## config.mk

```make
export PLATFORM = sky130hd
export DESIGN_NAME = soft_slicer
export DESIGN_NICKNAME = d
export VERILOG_FILES = /design/src/rtl/soft_slice_pkg.sv /design/src/rtl/ss_level_gen.sv /design/src/rtl/ss_rail_slicer.sv /design/src/rtl/ss_out_pack.sv /design/src/rtl/soft_slicer.sv
export SDC_FILE = /design/constraint.sdc
export NUM_CORES = 1
export LEC_CHECK = 0
export ABC_AREA = 1
export BUFFER_PORTS_ARGS = -buffer_cell sky130_fd_sc_hd__buf_2
export CORE_ASPECT_RATIO = 2
export CORE_MARGIN = 5
export CORE_UTILIZATION = 55
export DETAILED_ROUTE_END_ITERATION = 8
export PLACE_DENSITY = 0.88
export SYNTH_ARGS = -nofsm -noshare
export SYNTH_HDL_FRONTEND = slang
export SYNTH_SLANG_ARGS = --single-unit
```

## constraint.sdc

```tcl
create_clock -name clk -period 1.11 [get_ports clk]
set_input_delay 0.0555 -clock clk [delete_from_list [all_inputs] [get_ports clk]]
set_output_delay 0.0555 -clock clk [all_outputs]
set_load 0.005 [all_outputs]
```

## src/rtl/soft_slice_pkg.sv

```systemverilog
package soft_slice_pkg;
   localparam int LEVELS = 3;
   localparam int CONF_W = $clog2(LEVELS + 1);

   typedef struct packed {
      logic              neg;
      logic [CONF_W-1:0] conf;
   } soft_dec_t;

   localparam int DEC_W = $bits(soft_dec_t);
endpackage

```

## src/rtl/ss_level_gen.sv

```systemverilog
module ss_level_gen
   import soft_slice_pkg::*;
#(
   parameter int SAMPLE_W = 10,
   parameter int THR_W    = 10
) (
   input  logic [THR_W-1:0]                 step_thr,
   output logic [LEVELS-1:0][SAMPLE_W-1:0]  levels
);
   localparam int MAG_W = SAMPLE_W;
   localparam int WIDE  = ((THR_W > MAG_W) ? THR_W : MAG_W) + 3;
   localparam logic [WIDE-1:0] FULL = WIDE'(1) << (SAMPLE_W - 1);

   logic [WIDE-1:0] step_ext;
   logic [WIDE-1:0] step_clamped;

   always_comb begin
      step_ext     = WIDE'(step_thr);
      step_clamped = (step_ext > FULL) ? FULL : step_ext;
   end

   for (genvar k = 0; k < LEVELS; k++) begin : g_level
      logic [WIDE-1:0] product;
      always_comb begin
         product   = step_clamped * WIDE'(k + 1);
         levels[k] = (product > FULL) ? FULL[MAG_W-1:0] : product[MAG_W-1:0];
      end
   end
endmodule

```

## src/rtl/ss_rail_slicer.sv

```systemverilog
module ss_rail_slicer
   import soft_slice_pkg::*;
#(
   parameter int SAMPLE_W    = 10,
   parameter int COUNT_STYLE = 0
) (
   input  logic [SAMPLE_W-1:0]              samp,
   input  logic [LEVELS-1:0][SAMPLE_W-1:0]  levels,
   output soft_dec_t                        dec
);
   logic [SAMPLE_W-1:0] magnitude;
   logic [LEVELS-1:0]   hits;
   logic [CONF_W-1:0]   conf;

   always_comb begin
      magnitude = samp[SAMPLE_W-1] ? (~samp + SAMPLE_W'(1)) : samp;
   end

   for (genvar k = 0; k < LEVELS; k++) begin : g_cmp
      assign hits[k] = (magnitude >= levels[k]);
   end

   if (COUNT_STYLE == 0) begin : g_adder
      always_comb begin
         conf = '0;
         for (int k = 0; k < LEVELS; k++) begin
            conf = conf + CONF_W'(hits[k]);
         end
      end
   end else begin : g_thermo
      always_comb begin
         conf = '0;
         for (int k = 0; k < LEVELS; k++) begin
            if (hits[k]) conf = CONF_W'(k + 1);
         end
      end
   end

   always_comb begin
      dec.neg  = samp[SAMPLE_W-1];
      dec.conf = conf;
   end
endmodule

```

## src/rtl/ss_out_pack.sv

```systemverilog
module ss_out_pack
   import soft_slice_pkg::*;
#(
   parameter int OUT_W = 8
) (
   input  soft_dec_t        dec,
   output logic [OUT_W-1:0] lane
);
   localparam int PAD_W = OUT_W - DEC_W;

   if (PAD_W == 0) begin : g_exact
      assign lane = dec;
   end else begin : g_padded
      assign lane = {dec, {PAD_W{1'b0}}};
   end
endmodule

```

## src/rtl/soft_slicer.sv

```systemverilog
module soft_slicer
   import soft_slice_pkg::*;
#(
   parameter int SAMPLE_W    = 10,
   parameter int THR_W       = 10,
   parameter int OUT_W       = 8,
   parameter int COUNT_STYLE = 0
) (
   input  logic                clk,
   input  logic                rst_n,
   input  logic                samp_vld,
   input  logic [SAMPLE_W-1:0] i_samp,
   input  logic [SAMPLE_W-1:0] q_samp,
   input  logic [THR_W-1:0]    step_thr,
   output logic                soft_vld,
   output logic [OUT_W-1:0]    i_soft,
   output logic [OUT_W-1:0]    q_soft
);
   localparam int RAILS = 2;

   if (SAMPLE_W < 2) begin : g_bad_sample_w
      $error("soft_slicer: SAMPLE_W must be at least 2");
   end
   if (THR_W < 1) begin : g_bad_thr_w
      $error("soft_slicer: THR_W must be at least 1");
   end
   if (OUT_W < DEC_W) begin : g_bad_out_w
      $error("soft_slicer: OUT_W must hold the decision field");
   end
   if (COUNT_STYLE != 0 && COUNT_STYLE != 1) begin : g_bad_style
      $error("soft_slicer: COUNT_STYLE must be 0 or 1");
   end

   logic [LEVELS-1:0][SAMPLE_W-1:0] levels;
   logic [RAILS-1:0][SAMPLE_W-1:0]  rail_in;
   logic [RAILS-1:0][OUT_W-1:0]     rail_lane;
   logic [RAILS-1:0][OUT_W-1:0]     rail_q;
   logic                            vld_q;

   assign rail_in[0] = i_samp;
   assign rail_in[1] = q_samp;

   ss_level_gen #(
      .SAMPLE_W (SAMPLE_W),
      .THR_W    (THR_W)
   ) u_levels (
      .step_thr (step_thr),
      .levels   (levels)
   );

   for (genvar r = 0; r < RAILS; r++) begin : g_rail
      soft_dec_t dec;

      ss_rail_slicer #(
         .SAMPLE_W    (SAMPLE_W),
         .COUNT_STYLE (COUNT_STYLE)
      ) u_slice (
         .samp   (rail_in[r]),
         .levels (levels),
         .dec    (dec)
      );

      ss_out_pack #(
         .OUT_W (OUT_W)
      ) u_pack (
         .dec  (dec),
         .lane (rail_lane[r])
      );

      always_ff @(posedge clk or negedge rst_n) begin
         if (!rst_n) begin
            rail_q[r] <= '0;
         end else if (samp_vld) begin
            rail_q[r] <= rail_lane[r];
         end
      end
   end

   always_ff @(posedge clk or negedge rst_n) begin
      if (!rst_n) begin
         vld_q <= 1'b0;
      end else begin
         vld_q <= samp_vld;
      end
   end

   assign soft_vld = vld_q;
   assign i_soft   = rail_q[0];
   assign q_soft   = rail_q[1];
endmodule

```

==> results.cfg <==
[floorplan]
row_count = 37
start_util_pct = 56.4
top_level_ports = 50
die_area_um2 = 6860
die_x_um = 61.1
core-area_um2 = 5090
die-height_um = 112

[drt]
detail_route.vias_per_cell = 5.77
first_iter_violations = 296
ant_nets = 0
routed_wl_um = 11400
route.detailed.drc = 0
vias = 3667
first_pass_iters = 5
wire_per_inst_um = 17.9

[global_routing]
grt_usage_pct = 32.5
grt_pass1_wl_um = 17000
antenna_found_initial = 0
grt_max_degree = 10
grt_use_met2_pct = 59.8
grt-busiest-layer = met2
grt_use_met3_pct = 4.26
overflow = 0
grt_pass1_vias = 3781
use_met1_pct = 29.2

[cts]
cts_buffers = 3
h-tree-depth = 1
path_clk_slew_ns = 0.04
insertion_delay_ns = 0.22
tritoncts = yes
cts.sinks = 7
cts_buffer_depth = 2
root_buffer = clkbuf_8

[finish]
num-fill-cells = 330
drive_gt1_share_pct = 35.5
multi_input_area_um2 = 2670
area_delta_synth_final_pct = 44.6
diodes = 0
final_cell_area_um2 = 4150
fin_util_pct = 81.5
ff_latch_area_um2 = 175
nets = 690

[sta]
rsz0062_at_grt = true
whs_ns = 0.0778
worst_pin_slew_ns = 0.591
setup_ws_ns = -2.96
finalSetupViolCount = 4
slew_viol_final = 0
fmax_mhz = 246
final_hold_viol_count = 0
max_slew_margin_pct = 60.2
period_share_pct = 367
finalClockSkew_ns = 0
min_period_ns = 4.07

[placed_design]
dp_slack_ns = -3.05
placed_area_um2 = 3820
gp_congestion = 1.02
port_buffers = 39
dp_hpwl_um = 8580

[synth]
ys_ff_latch = 7
yosysWarningCount = 0
synth_edf_count = 0
async_flop_share_pct = 100
synth_ff_type = dfrtp_1
yosysUniqueCellTypes = 33
yosysSeqAreaShare_pct = 6.10
synthCells = 436
syn_area_per_cell_um2 = 6.59
synth_top_area_share_pct = 32.7
synth_top_cell_by_area = ha_1
synthTopCellsByArea = ha_1, nand2_1, inv_1, nor2_1, dfrtp_1
syn_area_um2 = 2870

[power_and_ir_drop]
p_total_mw = 2.72
leakagePower_nw = 2.25
ir_drop_mv = 0.827
power_density_nw_per_um2 = 655

[worst_setup_path]
cp_max_fo = 8
crit_required_ns = 1.21
cp-start-kind = primary input
path_class = in2reg
r2r_setup_slack_ns = 0.33
cp-end-kind = register
arrival_ns = 4.18

[run_status]
run_status = finished with violations
failed_checks = negative setup slack

[hold_path]
hold_path_class = in2reg

[job]
cap_violations = 0
-- Yosys cell counts (4+ instances only) --
cell        n
a211oi_1    6
nand2_2     5
nand2_1   102
mux2_2      4
buf_4      10
inv_1      53
nor2_1     48
a21oi_1    26
o211ai_1    4
xnor2_1     4
ha_1       75
o21ai_0    13
nand4_1     5
dfrtp_1     7
nor4_1     10
nand3_1    27
xor2_1      9
-- path summary, 6_finish.rpt --
kind | from | end | depth (start not counted)
setup / recovery | step_thr[1] | q_soft[5] | 23
hold / removal | samp_vld | soft_vld | 1
setup reg to reg | q_soft[6] | q_soft[6] | 1
hold reg to reg | i_soft[6] | i_soft[6] | 1
max in group asynchronous | rst_n | q_soft[6] | 2
min in group asynchronous | rst_n | i_soft[5] | 2
-- sequential cells by signal, summed over array words and instances, names as in the netlist --
name / count
i_soft: 3
q_soft: 3
soft_vld: 1
-- cell type report --
class / instances / area share [%]
clock buffer: 4 / 1.08
timing repair buffer: 140 / 23.5
inverter: 55 / 5.09
tap: 58 / 1.75
multi-input combinational: 372 / 64.4
sequential: 7 / 4.22
-- through the flow --
| stage | TNS, ns | std cells |
|---|---|---|
| 3_3_place_gp | -11.21 | 621 |
| 6_report | -11.53 | 636 |
| 4_1_cts | -10.64 | 632 |
| 2_1_floorplan | -9.74 | 445 |
| 3_5_place_dp | -12.00 | 621 |
| 5_1_grt | -12.18 | 636 |
-- layout by cell type, fill, tap and decap left out, types with 3 or more instances in the layout --
cell      count
a211oi_1      4
a21oi_1      21
a21oi_2       7
buf_2        37
buf_4        99
clkbuf_8      3
conb_1       10
dfrtp_1       7
fa_2          3
ha_1         68
ha_4          6
inv_1        49
inv_2         4
mux2_4        3
nand2_1      95
nand2_2      10
nand2_4       3
nand3_1      23
nand3_2       5
nand3b_1      3
nand4_1       5
nor2_1       43
nor2_2        7
nor4_1        7
o211ai_1      4
o21ai_0      12
or2_2         3
xnor2_1       4
xor2_1        9
-- power by group --
group | internal, mW | switching (mW) | total, mW | leakage (nW)
sequential | 0.312 | 0.0359 | 0.348 | 0.0849
combinational | 0.917 | 1.10 | 2.02 | 2.14
clock | 0.248 | 0.102 | 0.350 | 0.0228
-- cell families (layout without fill, tap and decap cells) --
| group | count (synthesis) | after routing | synth area share [%] |
|---|---|---|---|
| AOI/OAI and AO/OA | 55 | 55 | 11.1 |
| xor gates and xnor gates | 13 | 13 | 3.96 |
| other | 1 | 10 | 0.131 |
| and+or+nand+nor | 211 | 212 | 32.0 |
| adders and majority gates | 78 | 78 | 34.8 |
| buffers and inverters | 67 | 199 | 10.3 |
| muxes | 4 | 4 | 1.57 |
| DFF | 7 | 7 | 6.10 |
-- critical path, stage by stage --
cell	delay [ns]
buf_8	0.10
nor4_4	0.37
a21oi_2	0.14
inv_4	0.14
nand2_4	0.07
inv_4	0.07
ha_4	0.13
fa_2	0.45
inv_2	0.07
nand2_2	0.04
nor2_2	0.10
nand3_1	0.09
nor2_1	0.11
nand4_1	0.17
nand2_2	0.19
nand3b_1	0.23
ha_4	0.37
nand2_4	0.06
nor4_4	0.25
nand3_1	0.11
nand4_1	0.13
fa_2	0.45
mux2_4	0.27
-- metal layers --
metal | vias up | share of wire [%]
li1 | 1737 | -
met1 | 1670 | 32
met2 | 184 | 54
met3 | 76 | 5.0
met4 | 0 | 9.4
met5 | - | 0
-- timing repair --
action | CTS | global route
buffers inserted | 5 | 4
endpoints found under the setup margin | 4 | 4
gates resized for setup | 20 | 28
hold buffers | 1 | 0
cloned | 1 | 0
pin swaps | 19 | 22
hold endpoints to repair | 7 | 0
(Power assumes the default switching activity.)
